**src/rtl/burst_col_seq.sv**
```systemverilog
module burst_col_seq #(
  parameter int COL_W  = 8,
  parameter int BANK_W = 1,
  parameter int CL_MAX = 3,
  parameter int CL_W   = $clog2(CL_MAX + 1)
) (
  input  logic              clk,
  input  logic              rst_n,
  input  logic [2:0]        mode_bl,
  input  logic              mode_ilv,
  input  logic [CL_W-1:0]   mode_cl,
  input  logic [2:0]        cmd,
  input  logic [BANK_W-1:0] cmd_bank,
  input  logic [COL_W-1:0]  start_col,
  output logic              col_valid,
  output logic [COL_W-1:0]  col_addr,
  output logic              col_is_wr,
  output logic              wr_strobe,
  output logic              rd_oe
);

  localparam logic [2:0] CMD_RD   = 3'd1;
  localparam logic [2:0] CMD_WR   = 3'd2;
  localparam logic [2:0] CMD_PRE  = 3'd3;
  localparam logic [2:0] CMD_STOP = 3'd4;

  logic              act_q, wr_q, ilv_q, fp_q;
  logic [1:0]        blc_q;
  logic [COL_W-1:0]  base_q, cnt_q;
  logic [BANK_W-1:0] bank_q;
  logic [CL_MAX:1]   oe_sr;

  logic              new_cmd, kill, cont, last;
  logic [COL_W-1:0]  mask_q, seq_a, ilv_a, burst_a;
  logic [CL_W-1:0]   cl_eff;

  assign new_cmd = (cmd == CMD_RD) || (cmd == CMD_WR);
  assign kill    = ((cmd == CMD_PRE) && (cmd_bank == bank_q)) ||
                   ((cmd == CMD_STOP) && fp_q);
  assign cont    = act_q && !new_cmd && !kill;

  assign mask_q  = fp_q ? {COL_W{1'b1}} : ((COL_W'(1) << blc_q) - COL_W'(1));
  assign seq_a   = base_q + cnt_q;
  assign ilv_a   = base_q ^ cnt_q;
  assign burst_a = (base_q & ~mask_q) | (((ilv_q && !fp_q) ? ilv_a : seq_a) & mask_q);
  assign last    = !fp_q && (cnt_q == mask_q);

  assign col_valid = new_cmd || cont;
  assign col_addr  = new_cmd ? start_col : burst_a;
  assign col_is_wr = new_cmd ? (cmd == CMD_WR) : wr_q;
  assign wr_strobe = col_valid && col_is_wr;

  always_ff @(posedge clk) begin
    if (!rst_n) begin
      act_q  <= 1'b0;
      wr_q   <= 1'b0;
      ilv_q  <= 1'b0;
      fp_q   <= 1'b0;
      blc_q  <= '0;
      base_q <= '0;
      cnt_q  <= '0;
      bank_q <= '0;
    end else if (new_cmd) begin
      act_q  <= mode_bl[2] || (mode_bl[1:0] != 2'd0);
      wr_q   <= (cmd == CMD_WR);
      ilv_q  <= mode_ilv;
      fp_q   <= mode_bl[2];
      blc_q  <= mode_bl[1:0];
      base_q <= start_col;
      cnt_q  <= COL_W'(1);
      bank_q <= cmd_bank;
    end else if (cont) begin
      cnt_q <= cnt_q + COL_W'(1);
      if (last) act_q <= 1'b0;
    end else if (kill) begin
      act_q <= 1'b0;
    end
  end

  always_ff @(posedge clk) begin
    if (!rst_n) oe_sr <= '0;
    else        oe_sr <= {oe_sr[CL_MAX-1:1], col_valid && !col_is_wr};
  end

  assign cl_eff = (mode_cl == '0) ? CL_W'(1) :
                  ((int'(mode_cl) > CL_MAX) ? CL_W'(CL_MAX) : mode_cl);
  assign rd_oe  = oe_sr[cl_eff];

  p_rd_first_r2: assert property (@(posedge clk) disable iff (!rst_n)
    (cmd == CMD_RD) |-> (col_valid && !col_is_wr && col_addr == start_col));

  p_oe_delay_r2: assert property (@(posedge clk) disable iff (!rst_n)
    (col_valid && !col_is_wr && cl_eff == CL_W'(1)) |=> (cl_eff != CL_W'(1) || rd_oe));

  p_wr_same_cycle_r6: assert property (@(posedge clk) disable iff (!rst_n)
    (cmd == CMD_WR) |-> (wr_strobe && col_addr == start_col));

  p_beat_bound_r7: assert property (@(posedge clk) disable iff (!rst_n)
    (act_q && !fp_q) |-> (cnt_q != '0 && cnt_q <= mask_q));

  p_prech_cut_r9: assert property (@(posedge clk) disable iff (!rst_n)
    (cmd == CMD_PRE && act_q && cmd_bank == bank_q) |=> !act_q);

  p_stop_fp_r10: assert property (@(posedge clk) disable iff (!rst_n)
    (cmd == CMD_STOP && act_q && fp_q) |-> !col_valid);

  p_stop_ignored_r10: assert property (@(posedge clk) disable iff (!rst_n)
    (cmd == CMD_STOP && act_q && !fp_q) |-> col_valid);

endmodule

```
**config.mk**
```make
export PLATFORM = sky130hd
export DESIGN_NAME = burst_col_seq
export DESIGN_NICKNAME = d
export VERILOG_FILES = /design/src/rtl/burst_col_seq.sv
export SDC_FILE = /design/constraint.sdc
export NUM_CORES = 1
export LEC_CHECK = 0
export BUFFER_PORTS_ARGS = -buffer_cell sky130_fd_sc_hd__buf_4
export CAP_MARGIN = 0
export CELL_PAD_IN_SITES_DETAIL_PLACEMENT = 1
export CELL_PAD_IN_SITES_GLOBAL_PLACEMENT = 1
export CORE_MARGIN = 3
export CORE_UTILIZATION = 43
export DETAILED_ROUTE_END_ITERATION = 12
export HOLD_SLACK_MARGIN = 0.06
export PLACE_DENSITY_LB_ADDON = 0.1
export SLEW_MARGIN = 20
export SYNTH_ARGS = -nofsm -noshare
export SYNTH_HDL_FRONTEND = slang
export SYNTH_SLANG_ARGS = --single-unit
```
**constraint.sdc**
```tcl
create_clock -name clk -period 4.1 [get_ports clk]
set_input_delay 0 -clock clk [delete_from_list [all_inputs] [get_ports clk]]
set_output_delay 0 -clock clk [all_outputs]
set_load 0.02 [all_outputs]
```
## Yosys cells after proc, flatten, opt, wreduce, memory -nomap -nowiden

Cells that the tools add are included.

- Add/sub/neg operators: 3
- Magnitude comparators: 1
- Eq/ne operators: 7
- Shift-type cells: 1
- Multiplexer cells: 13
- Bitwise logic cells: 6
- Reduce and logical (&&, ||, !) cells: 22

Operators with widths:

| cell | number |
|---|---|
| 8-bit 2-to-1 mux | 3 |
| 8-bit AND | 2 |
| 8-bit by 1-bit adder with 8-bit output (second input constant) | 1 |
| 8-bit adder | 1 |
| 8-bit == test | 1 |
| 1-bit logical AND | 8 |
| 1-bit 2-to-1 mux | 8 |
| 8-bit NOT | 1 |
| 8-bit bitwise OR | 1 |
| 1-bit by 2-bit << shifter with 8-bit output (first input constant) | 1 |
| 8-bit by 1-bit subtractor with 8-bit output (second input constant) | 1 |
| 8-bit bitwise XOR | 1 |
| 3-bit by 2-bit == test with 1-bit output (second input constant) | 2 |
| 1-bit zero test | 4 |
| 1-bit logical OR | 4 |
| 2-bit nonzero test | 2 |
| 3-bit by 1-bit == test with 1-bit output (second input constant) | 1 |
| 3-bit == test (second input constant) | 1 |
| 2-bit by 3-bit less-than comparator with 1-bit output (second input constant) | 1 |
| 3-bit by 2-bit != test with 1-bit output (second input constant) | 1 |
| 3-bit nonzero test | 1 |
| 1-bit binary-select mux with 2-bit select | 1 |
| 2-bit zero test | 1 |
| 2-bit 2-to-1 mux | 1 |
| 4 further kinds | 4 |

- Flip-flop bits (word level): 26
- Bits of input ports: 20
- Output and inout port bits: 12
- Word-level logic and storage cells: 63

## Longest topological paths before layout

Gate-level depths: netlist (run 1).

- Word-level depth: 8
- Gate-level depth with buffers: 9
- Depth with buffers taken out: 9

## Least setup slack after synthesis (run 1)

Ideal clock, no wire load.

- Path kind: reg2out
- From: reg cnt_q[0]
- To: out col_addr[4]
- Data arrival time: 2453 ps
- Data required time: 4100 ps
- Setup slack: 1647 ps
- Stages on the path, launching flop included: 9
- Buffers on the path: 0
- Cell sequence: dfxtp_1 > ha_1 > inv_1 > fa_1 > nor2b_1 > o21ai_0 > a21bo_2 > xor2_1 > o311ai_0

- Longest elaborated chain between the ends: 5

Ends and longest elaborated chain:

| item | RTL line | RTL |
|---|---|---|
| start, declared | 29 | `logic [COL_W-1:0] base_q, cnt_q;` |
| start signal, assigned | 73 | `cnt_q <= cnt_q + COL_W'(1);` |
| 8-bit adder | 43 | `assign seq_a = base_q + cnt_q;` |
| 8-bit 2-to-1 mux | 45 | `assign burst_a = (base_q & ~mask_q) \| (((ilv_q && !fp_q) ? ilv_a : seq_a) & mask_q);` |
| 8-bit AND | 45 |  |
| 8-bit bitwise OR | 45 |  |
| 8-bit 2-to-1 mux | 49 | `assign col_addr = new_cmd ? start_col : burst_a;` |
| end, declared | 16 | `output logic [COL_W-1:0] col_addr,` |

Every way passes these cells.

## Worst setup path after layout (run 1)

Same ends and word-level chain as after synthesis.

==> impl_metrics.csv, run 1 <==
group,metric,value,unit
pwr,power_leakage,0.895,nW
worst_setup_path,path_cells,"ha_1, inv_1, fa_1, nor2b_1, o21ai_0, a21bo_2, xor2_1, o311ai_0, buf_4",
worst_setup_path,crit_path_top_delay_cell,"dfxtp_1",
final_layout,sequential_cell_area,520,µm²
drt,detail_route.iter0.violations,33,
synth,synth_cells,208,
cts,tritoncts,"built",
drt,drc,0,
synth,synth_seq_area_share,32.0,%
final_layout,multi_input_gate_area_in_the_final_layout,1050,µm²
pwr,irDropWorstVdd,0.000152,V
floorplanning,start_util,46.6,%
worst_setup_path,worstPathArrival,2.64,ns
cts,ctsHtreeMaxLevel,1,
sta,fin_setup_tns,0,ns
cts,clk_pin_slew,0.09,ns
sta,fin_skew,0.00206,ns
sta,rsz0062_at_grt,"no",
sta,min_period_over_period,64.3,%
sta,slew_viol_final,0,
floorplanning,overall_die_height,67.6,µm
final_layout,fillerInstances,428,
worst_setup_path,crit_required,4.10,ns
final_layout,area_delta_synth_final,27.9,%
synth,synth.net_count,239,
cts,clock_sink_count,26,
synth,synth_seq_cells,26,
grt,first_global_vias,1739,
drt,route.detailed.wl_per_inst,15.7,µm
synth,ys_async_sr_fraction,0,%
worst_setup_path,cpPeakStageDelay,0.44,ns
synth,most_used_dff_post_synth,"dfxtp_1",
grt,grt_remaining_overflow,0,
grt,grt_max_degree,25,
pwr,power-per-cell-area,279,nW/µm²
grt,grt_antenna_before_repair,0,
sta,worst_pin_slew,0.893,ns
final_layout,finalCoreUtilization,59.6,%
grt,grtUsageTotal,23.2,%
drt,route.antenna.remaining_nets,0,
cts,cts_setup_buffers,0,
pwr,totalPowerFinal,0.000581,W
grt,global_route_wire_length_before_repair,8050,µm
synth,synth_largest_area_cell,"dfxtp_1",
floorplanning,die_extent_in_x,67.6,µm
drt,detailedRoute.firstPassIterationCount,4,
synth,syn_avg_cell_area,7.83,µm²
sta,worst_slew_margin_rel,40.4,%
synth,yosys_cell_types,42,
worst_setup_path,critical_path_peak_fanout,5,
cts,cts_inserted_buffers,3,
sta,fin_hold_ws,0.0622,ns
synth,synth.top_cell.area_share,32.0,%
cts,cts_root_buf,"clkbuf_8",
worst_setup_path,timing.critical_path.from_type,"register",
floorplanning,placement_rows,21,
hold_path,timing.hold.worst.class,"primary input to register",
sta,final_period_minus_worst_setup_slack,2.64,ns
synth,synth_top_cells_by_area,"dfxtp_1 (32%), a21oi_1 (8.3%), nand2_1 (7.8%)",
sta,hold_viol,0,
drt,totalWireLength,4670,µm
worst_setup_path,timing.setup.critical_path_class,"register to output port",
job,max_cap_violations,0,
synth,synth_enable_flop_cells,0,
outcome,outcome,"finished clean",
place,detailedPlacementHpwl,3530,µm
final_layout,final_net_count,284,
sta,finalSetupViolations,0,
cts,cts.path.max_buffers,2,
synth,yosysWarnings,0,
floorplanning,core_area,3490,µm²
drt,detailroute.via_count,1614,
place,place.gp.congestion,0.791,
cts,clk-insertion-delay-late,0.27,ns
floorplanning,io-pin-count,32,
place,placement.io_buffers,31,
sta,clock.fmax,0.379,GHz
floorplanning,die-area,4560,µm²
final_layout,post_route_cells_drive_above_1_share,16.7,%
worst_setup_path,crit_path_end_kind,"output port",
final_layout,count_of_inserted_antenna_diode_cells,0,
drt,vias_per_cell,5.43,
synth,mappedNetlistArea,1630,µm²
-- final timing paths --
kind | from | to | slack (ns) | cells after the start
setup / recovery | cnt_q[0]$_SDFFE_PN0P_ | col_addr[4] | 1.46 | 9
hold / removal | cmd[1] | wr_q$_SDFF_PN0_ | 0.06 | 3
setup reg to reg | blc_q[0]$_SDFFE_PN0P_ | act_q$_SDFFE_PN0P_ | 2.20 | 7
hold reg to reg | oe_sr[1]$_SDFF_PN0_ | oe_sr[2]$_SDFF_PN0_ | 0.47 | 1
-- routing by layer --
layer	global-route usage, %	part of all wire, %	wire length [µm]	vias to the layer above
met4	8.10	1.9	88	0
li1	-	-	-	808
met2	42.5	53	2490	32
met3	3.99	4.1	191	9
met1	26.8	41	1900	765
met5	0	0	0	-
-- layout make-up --
type                    count  share of cell area, %
clock buffers               3                   1.98
inverters                  10                   1.80
multi-input cells         166                   50.2
flip-flops and latches     26                   25.0
well taps                  46                   2.76
repair buffers             46                   18.3
-- cells in the mapped netlist, types with 2 or more instances --
cell / number
nand2_1: 34
nor2_1: 16
nor3_1: 2
inv_1: 10
nand2b_1: 3
nor3b_1: 2
xnor2_1: 6
buf_2: 2
nand4_1: 2
a21oi_1: 27
and3_1: 3
a211oi_1: 2
mux2i_1: 5
nand3_1: 4
and2_1: 3
ha_1: 10
or3_1: 2
xor2_1: 10
dfxtp_1: 26
o21ai_0: 11
nor2b_1: 3
clkbuf_1: 4
o211ai_1: 2
-- report_power, final --
group          switching (W)  leakage [nW]  internal [W]
sequential         0.0000127         0.212      0.000264
combinational      0.0000863         0.662     0.0000738
clock              0.0000776        0.0216     0.0000659
total               0.000177         0.895      0.000404
-- registers in the layout, summed over array words and instances, names as in the netlist --
| register | flops |
|---|---|
| base_q | 8 |
| wr_q | 1 |
| bank_q | 1 |
| cnt_q | 8 |
| blc_q | 2 |
| oe_sr | 3 |
| act_q | 1 |
| ilv_q | 1 |
| fp_q | 1 |
-- worst max-delay path, delay by kind of cell (launching register included) --
family / cells / cell delay [ns]
AO/OA/AOI/OAI: 3 / 0.66
XOR/XNOR: 1 / 0.13
adder cells (fa/ha/maj): 2 / 0.68
buffers and inverters: 2 / 0.28
flip-flops: 1 / 0.44
AND/OR/NAND/NOR: 1 / 0.17
-- logic make-up after synthesis --
| family | count (synthesis) | synth area share (%) |
|---|---|---|
| flops | 26 | 32.0 |
| mux | 5 | 3.07 |
| fa+ha+maj | 11 | 8.91 |
| buf+inv | 16 | 3.84 |
| simple gates | 81 | 24.0 |
| xor+xnor | 16 | 8.60 |
| compound gates | 53 | 19.6 |
-- stage by stage --
stage          setup slack [ns]  std cells  instance area, µm²
3_5_place_dp               1.79        280                1900
5_1_grt                    1.27        297                2080
6_report                   1.46        297                2080
2_1_floorplan              1.65        208                1630
4_1_cts                    1.47        297                2080
3_3_place_gp               1.90        280                1900
-- placed cells by master (no fill, tap or decap), types with 2 or more instances in the layout --
master and n:
o21ai_0 11, nand2_1 34, a211oi_1 2, ha_1 10, xnor2_1 6, or3_1 2
dfxtp_1 26, and2_1 3, nor2b_1 3, and3_1 3, nor3b_1 2, nand4_1 2
a21oi_1 27, clkbuf_8 3, nand3_1 4, nor3_1 2, dlygate4sd3_1 14, inv_1 10
nor2_1 16, o211ai_1 2, xor2_1 10, buf_4 32, mux2i_1 5, nand2b_1 3
-- what timing repair did --
action | in CTS | in global routing
resized for setup | 0 | 0
endpoints found under the hold margin | 17 | 0
hold buffers | 14 | 0
(Power assumes the default switching activity.)
==> inputs of run 2 (changes only) <==
--- a/config.mk
+++ b/config.mk
@@ -10,7 +10,7 @@
 export CELL_PAD_IN_SITES_DETAIL_PLACEMENT = 1
 export CELL_PAD_IN_SITES_GLOBAL_PLACEMENT = 1
 export CORE_MARGIN = 3
-export CORE_UTILIZATION = 43
+export CORE_UTILIZATION = 36
 export DETAILED_ROUTE_END_ITERATION = 12
 export HOLD_SLACK_MARGIN = 0.06
 export PLACE_DENSITY_LB_ADDON = 0.1
==> constraint.sdc (replaced) <==
create_clock -name clk -period 2.35 [get_ports clk]
set_input_delay 0 -clock clk [delete_from_list [all_inputs] [get_ports clk]]
set_output_delay 0 -clock clk [all_outputs]
set_load 0.02 [all_outputs]
==> impl_metrics.csv, run 2 (synthesis gave the netlist of run 1 again) <==
group,metric,value,unit
outcome,outcome,"finished clean",
cts,cts.path.max_buffers,2,
floorplanning,io-pin-count,32,
grt,grt_antenna_before_repair,0,
worst_setup_path,crit_path_top_delay_cell,"dfxtp_2",
sta,rsz0062_at_grt,"no",
pwr,internal-power,0.000832,W
floorplanning,die_extent_in_x,73.3,µm
floorplanning,core_area,4170,µm²
drt,detailroute.via_count,1631,
floorplanning,start_util,39.0,%
sta,fin_setup_tns,0,ns
pwr,power_leakage,0.938,nW
worst_setup_path,critical_path_peak_fanout,3,
drt,vias_per_cell,5.28,
hold_path,timing.hold.worst.class,"primary input to register",
cts,tritoncts,"built",
sta,setup_slack,0.142,ns
pwr,switching_portion_of_total_power,28.7,%
place,preCtsSetupSlack,0.193,ns
sta,slew_viol_final,0,
grt,global_route_wire_length_before_repair,8290,µm
floorplanning,placement_rows,23,
pwr,clock_power_share,32.8,%
worst_setup_path,cpPeakStageDelay,0.37,ns
grt,grt_remaining_overflow,0,
worst_setup_path,timing.critical_path.from_type,"register",
place,detailedPlacementHpwl,3620,µm
sta,clock.fmax,0.453,GHz
sta,finalSetupViolations,0,
cts,cts_root_buf,"clkbuf_8",
place,placement.io_buffers,31,
grt,grtUsageTotal,19.7,%
drt,route.antenna.remaining_nets,0,
job,max_cap_violations,0,
worst_setup_path,crit_required,2.35,ns
final_layout,post_route_cells_drive_above_1_share,24.7,%
grt,first_global_vias,1766,
cts,clk-insertion-delay-late,0.28,ns
final_layout,final_net_count,291,
worst_setup_path,worstPathArrival,2.21,ns
pwr,power.combinational.fraction,26.0,%
sta,min_period_over_period,94.0,%
cts,cts_inserted_buffers,3,
drt,detail_route.iter0.violations,45,
sta,hold_viol,0,
drt,drc,0,
pwr,power-per-cell-area,518,nW/µm²
floorplanning,die-area,5370,µm²
final_layout,largestRegisters,"base_q x8, cnt_q x8, oe_sr x3",
cts,clock_sink_count,26,
final_layout,layout.cells.most_common,"buf_4",
cts,clk_pin_slew,0.10,ns
sta,final_period_minus_worst_setup_slack,2.21,ns
final_layout,layout_common_cells,"buf_4 (38), nand2_1 (34), a21oi_1 (27)",
sta,fin_skew,0.00496,ns
worst_setup_path,timing.setup.critical_path_class,"register to output port",
pwr,seq_power_share,41.2,%
drt,totalWireLength,4920,µm
pwr,power_switching,0.000336,W
worst_setup_path,crit_path_end_kind,"output port",
pwr,irDropWorstVdd,0.000266,V
sta,worst_pin_slew,0.506,ns
cts,ctsHtreeMaxLevel,1,
worst_setup_path,path_cells,"ha_4, inv_1, fa_2, nor2b_1, o21ai_1, a21bo_2, xor2_1, o311ai_1, buf_4",
final_layout,area_delta_synth_final,38.5,%
drt,detailedRoute.firstPassIterationCount,4,
final_layout,count_of_inserted_antenna_diode_cells,0,
grt,grt_max_degree,21,
drt,route.detailed.wl_per_inst,15.9,µm
place,place.gp.congestion,0.978,
floorplanning,overall_die_height,73.3,µm
sta,worst_slew_margin_rel,66.2,%
run 2: changes by cell type in the layout (fill, tap and decap cells not counted), moves of 5 or more:
cell | before | now
buf_4 | 32 | 38
dfxtp_1 | 26 | 18
ha_4 | 0 | 5
ha_1 | 10 | 5
dfxtp_2 | 0 | 7
run 2: cell type report:
type / count / area, µm²
Multi-Input combinational cell: 166 / 1120
Sequential cell: 26 / 533
Clock buffer: 3 / 41.3
Inverter: 10 / 37.5
Timing Repair Buffer: 53 / 435
Clock inverter: 1 / 30.0
Fill cell: 516 / 1920
Tap cell: 50 / 62.6
run 2: critical path: cells and delay by family (launching register included):
family | cells | cell delay (ns)
XOR/XNOR | 1 | 0.15
AO/OA/AOI/OAI | 3 | 0.55
adder cells (fa/ha/maj) | 2 | 0.50
buffers and inverters | 2 | 0.25
flip-flops | 1 | 0.37
AND/OR/NAND/NOR | 1 | 0.12
run 2: per-layer routing:
layer	global-route usage, %	share of wire [%]	vias to the layer above
li1	-	-	822
met1	23.5	44	782
met2	36.3	52	22
met3	3.83	3.1	5
met4	3.89	0.75	0
met5	0	0	-
run 2: power groups by stage:
stage | Sequential (W) | Combinational (W) | Clock [W]
global placement | 0.000487 | 0.000263 | 0
floorplan | 0.000485 | 0.000163 | 0
detailed placement | 0.000488 | 0.000273 | 0
global route | 0.000485 | 0.000335 | 0.000413
CTS | 0.000480 | 0.000298 | 0.000394
finish | 0.000482 | 0.000303 | 0.000383
run 2: through the flow:
step	total power (W)	instances	hold WS [ns]	utilization [%]	cell area (µm²)
after CTS	0.00117	308	0.175	52.3	2180
final	0.00117	309	0.178	54.1	2260
after detailed placement	0.000761	287	0.269	46.2	1930
after floorplan	0.000648	208	0.123	-	1630
after global routing	0.00123	309	0.223	54.1	2260
after global placement	0.000750	287	0.255	46.2	1930
run 2: path summary, 6_finish.rpt:
path | cells after the start | to | slack, ns | from
setup / recovery | 9 | col_addr[4] | 0.14 | base_q[0]$_SDFFE_PN0P_
hold reg to reg | 1 | oe_sr[3]$_SDFF_PN0_ | 0.47 | oe_sr[2]$_SDFF_PN0_
setup reg to reg | 7 | act_q$_SDFFE_PN0P_ | 0.39 | blc_q[0]$_SDFFE_PN0P_
hold / removal | 4 | wr_q$_SDFF_PN0_ | 0.18 | cmd[0]
run 2: repair_timing:
action                                  4_1_cts  5_1_grt
hold buffers                                 15        0
endpoints found under the hold margin        18        0
gates resized for setup                       6       13
endpoints found under the setup margin        1        3
setup buffers                                 2        1
pin swaps                                     4        5
==> inputs of run 3 (changes only) <==
--- a/config.mk
+++ b/config.mk
@@ -14,6 +14,7 @@
 export DETAILED_ROUTE_END_ITERATION = 12
 export HOLD_SLACK_MARGIN = 0.06
 export PLACE_DENSITY_LB_ADDON = 0.1
+export REMOVE_ABC_BUFFERS = 1
 export SLEW_MARGIN = 20
 export SYNTH_ARGS = -nofsm -noshare
 export SYNTH_HDL_FRONTEND = slang
==> constraint.sdc (replaced) <==
create_clock -name clk -period 2.35 [get_ports clk]
set_input_delay 0.1175 -clock clk [delete_from_list [all_inputs] [get_ports clk]]
set_output_delay 0.1175 -clock clk [all_outputs]
set_load 0.02 [all_outputs]
==> impl_metrics.csv, run 3 (synthesis gave the netlist of run 1 again) <==
group,metric,value,unit
drt,wirelength_met1,2160,µm
hold_path,timing.hold.worst.class,"primary input to register",
final_layout,final_net_count,281,
hold_path,holdPathEnd,"ilv_q$_SDFFE_PN0P_",
cts,cts_root_buf,"clkbuf_8",
pwr,power-per-cell-area,499,nW/µm²
floorplanning,io-pin-count,32,
final_layout,layout.cells.most_common,"buf_4",
hold_path,hold_path_startpoint,"mode_ilv",
grt,first_global_vias,1675,
worst_setup_path,cpPeakStageDelay,0.40,ns
drt,detail_route.iter0.violations,86,
drt,wl_met3,152,µm
sta,worst_pin_slew,0.608,ns
worst_setup_path,critical_path_peak_fanout,2,
place,placement.io_buffers,31,
worst_setup_path,crit_path_top_delay_cell,"fa_2",
final_layout,count_of_inserted_antenna_diode_cells,0,
cts,clock_sink_count,26,
drt,detailedRoute.firstPassIterationCount,4,
worst_setup_path,crit_required,2.23,ns
grt,grt_max_degree,16,
worst_setup_path,timing.setup.critical_path_class,"register to output port",
sta,final_period_minus_worst_setup_slack,2.39,ns
drt,detailed_routed_wire_length_on_met2,2990,µm
sta,fin_skew,0.00347,ns
sta,finalSetupViolations,1,
worst_setup_path,crit_reg_reg_startpoint,"blc_q[0]$_SDFFE_PN0P_",
sta,clock.fmax,0.418,GHz
pwr,irDropWorstVdd,0.000344,V
worst_setup_path,critPathTopFamily,"compound AO/OA/AOI/OAI gates",
grt,grtUsageTotal,20.3,%
floorplanning,die_extent_in_x,73.3,µm
sta,min_period_over_period,102,%
floorplanning,die-area,5370,µm²
cts,cts_inserted_buffers,3,
cts,count_of_hold_buffers_inserted_by_post_cts_repair,0,
cts,clk_pin_slew,0.09,ns
final_layout,fillerInstances,519,
worst_setup_path,ff2ff_setup_slack,0.43,ns
cts,clk-insertion-delay-late,0.28,ns
floorplanning,overall_die_height,73.3,µm
drt,route.antenna.remaining_nets,0,
place,preCtsSetupSlack,0.0592,ns
grt,grt_antenna_before_repair,0,
final_layout,area_delta_synth_final,33.9,%
grt,global_route_wire_length_before_repair,8470,µm
drt,drc,0,
hold_path,whs_path_depth,3,
pwr,power_leakage,0.904,nW
sta,fin_hold_ws,0.0881,ns
drt,vias_per_cell,5.49,
sta,slew_viol_final,0,
final_layout,largestRegisters,"base_q x8, cnt_q x8, oe_sr x3",
drt,route.detailed.wl_per_inst,17.8,µm
worst_setup_path,path_cells,"ha_4, inv_2, fa_2, nor2b_4, o21ai_2, a21bo_2, xor2_1, o311ai_1, buf_4",
place,place.gp.congestion,0.838,
sta,hold_viol,0,
drt,detailroute.via_count,1642,
worst_setup_path,r2r-end,"act_q$_SDFFE_PN0P_",
final_layout,post_route_cells_drive_above_1_share,30.5,%
final_layout,layout_common_cells,"buf_4 (42), nand2_1 (34), a21oi_1 (27)",
drt,totalWireLength,5340,µm
sta,worst_slew_margin_rel,59.4,%
job,max_cap_violations,0,
sta,fin_setup_tns,-0.0406,ns
sta,rsz0062_at_grt,"yes",
floorplanning,placement_rows,23,
worst_setup_path,crit_path_end_kind,"output port",
drt,highest-signal-layer,"met4",
floorplanning,core_area,4170,µm²
grt,grt_remaining_overflow,0,
cts,tritoncts,"built",
worst_setup_path,worstPathArrival,2.27,ns
worst_setup_path,timing.critical_path.from_type,"register",
floorplanning,start_util,39.0,%
worst_setup_path,critical_path.n_buffers_inverters,2,
outcome,outcome,"finished with violations",
cts,cts.path.max_buffers,2,
sta,setup_slack,-0.0406,ns
cts,ctsHtreeMaxLevel,1,
final_layout,finalCoreUtilization,52.3,%
outcome,violations_in_the_final_reports,"setup timing",
place,detailedPlacementHpwl,3780,µm
worst_setup_path,reg2regPathDepth,7,
-- run 3: final cells by class --
type	count	area, µm²	share of cell area (%)
Multi-Input combinational cell	166	1160	53.2
Sequential cell	26	539	24.7
Timing Repair Buffer	43	327	15.0
Tap cell	50	62.6	2.87
Clock buffer	4	55.1	2.52
Inverter	10	37.5	1.72
-- run 3: worst min-delay path, delay by kind of cell --
kind / cells / cell delay, ns
AO/OA/AOI/OAI: 1 / 0.05
AND/OR/NAND/NOR: 1 / 0.05
buffers and inverters: 1 / 0.11
-- run 3: through the flow --
stage,instances,total power (W),instance area [µm²]
finish,299,0.00109,2180
CTS,297,0.00109,2120
global placement,291,0.000756,1960
detailed placement,291,0.000767,1960
floorplan,202,0.000643,1600
global route,299,0.00114,2180
-- run 3: worst max path at each step --
| stage | from | endpoint | slack (ns) | cells after the start |
|---|---|---|---|---|
| after floorplan | cnt_q[0]$_SDFFE_PN0P_ | col_addr[4] | -0.22 | 8 |
| after global placement | base_q[0]$_SDFFE_PN0P_ | col_addr[4] | 0.19 | 9 |
| after detailed placement | base_q[0]$_SDFFE_PN0P_ | col_addr[4] | 0.06 | 9 |
| after CTS | cnt_q[0]$_SDFFE_PN0P_ | col_addr[4] | -0.04 | 9 |
| after global routing | base_q[0]$_SDFFE_PN0P_ | col_addr[4] | -0.1 | 9 |
| final | cnt_q[0]$_SDFFE_PN0P_ | col_addr[4] | -0.04 | 9 |
-- run 3: what timing repair did --
| action | 4_1_cts | 5_1_grt |
|---|---|---|
| pin swaps | 7 | 4 |
| endpoints found under the setup margin | 3 | 4 |
| hold endpoints to repair | 0 | 0 |
| resized for setup | 22 | 12 |
| buffers inserted | 2 | 2 |
-- run 3: where the power goes --
part | internal [W] | switching, W | total, W
combinational | 0.000137 | 0.000168 | 0.000305
clock | 0.000150 | 0.000154 | 0.000304
sequential | 0.000460 | 0.0000193 | 0.000479
total | 0.000747 | 0.000341 | 0.00109
-- run 3: per-layer routing --
| metal | global-route usage (%) | vias to the layer above |
|---|---|---|
| met5 | 0 | - |
| met4 | 1.23 | 0 |
| met3 | 2.87 | 4 |
| met2 | 39.3 | 29 |
| met1 | 24.3 | 806 |
| li1 | - | 803 |
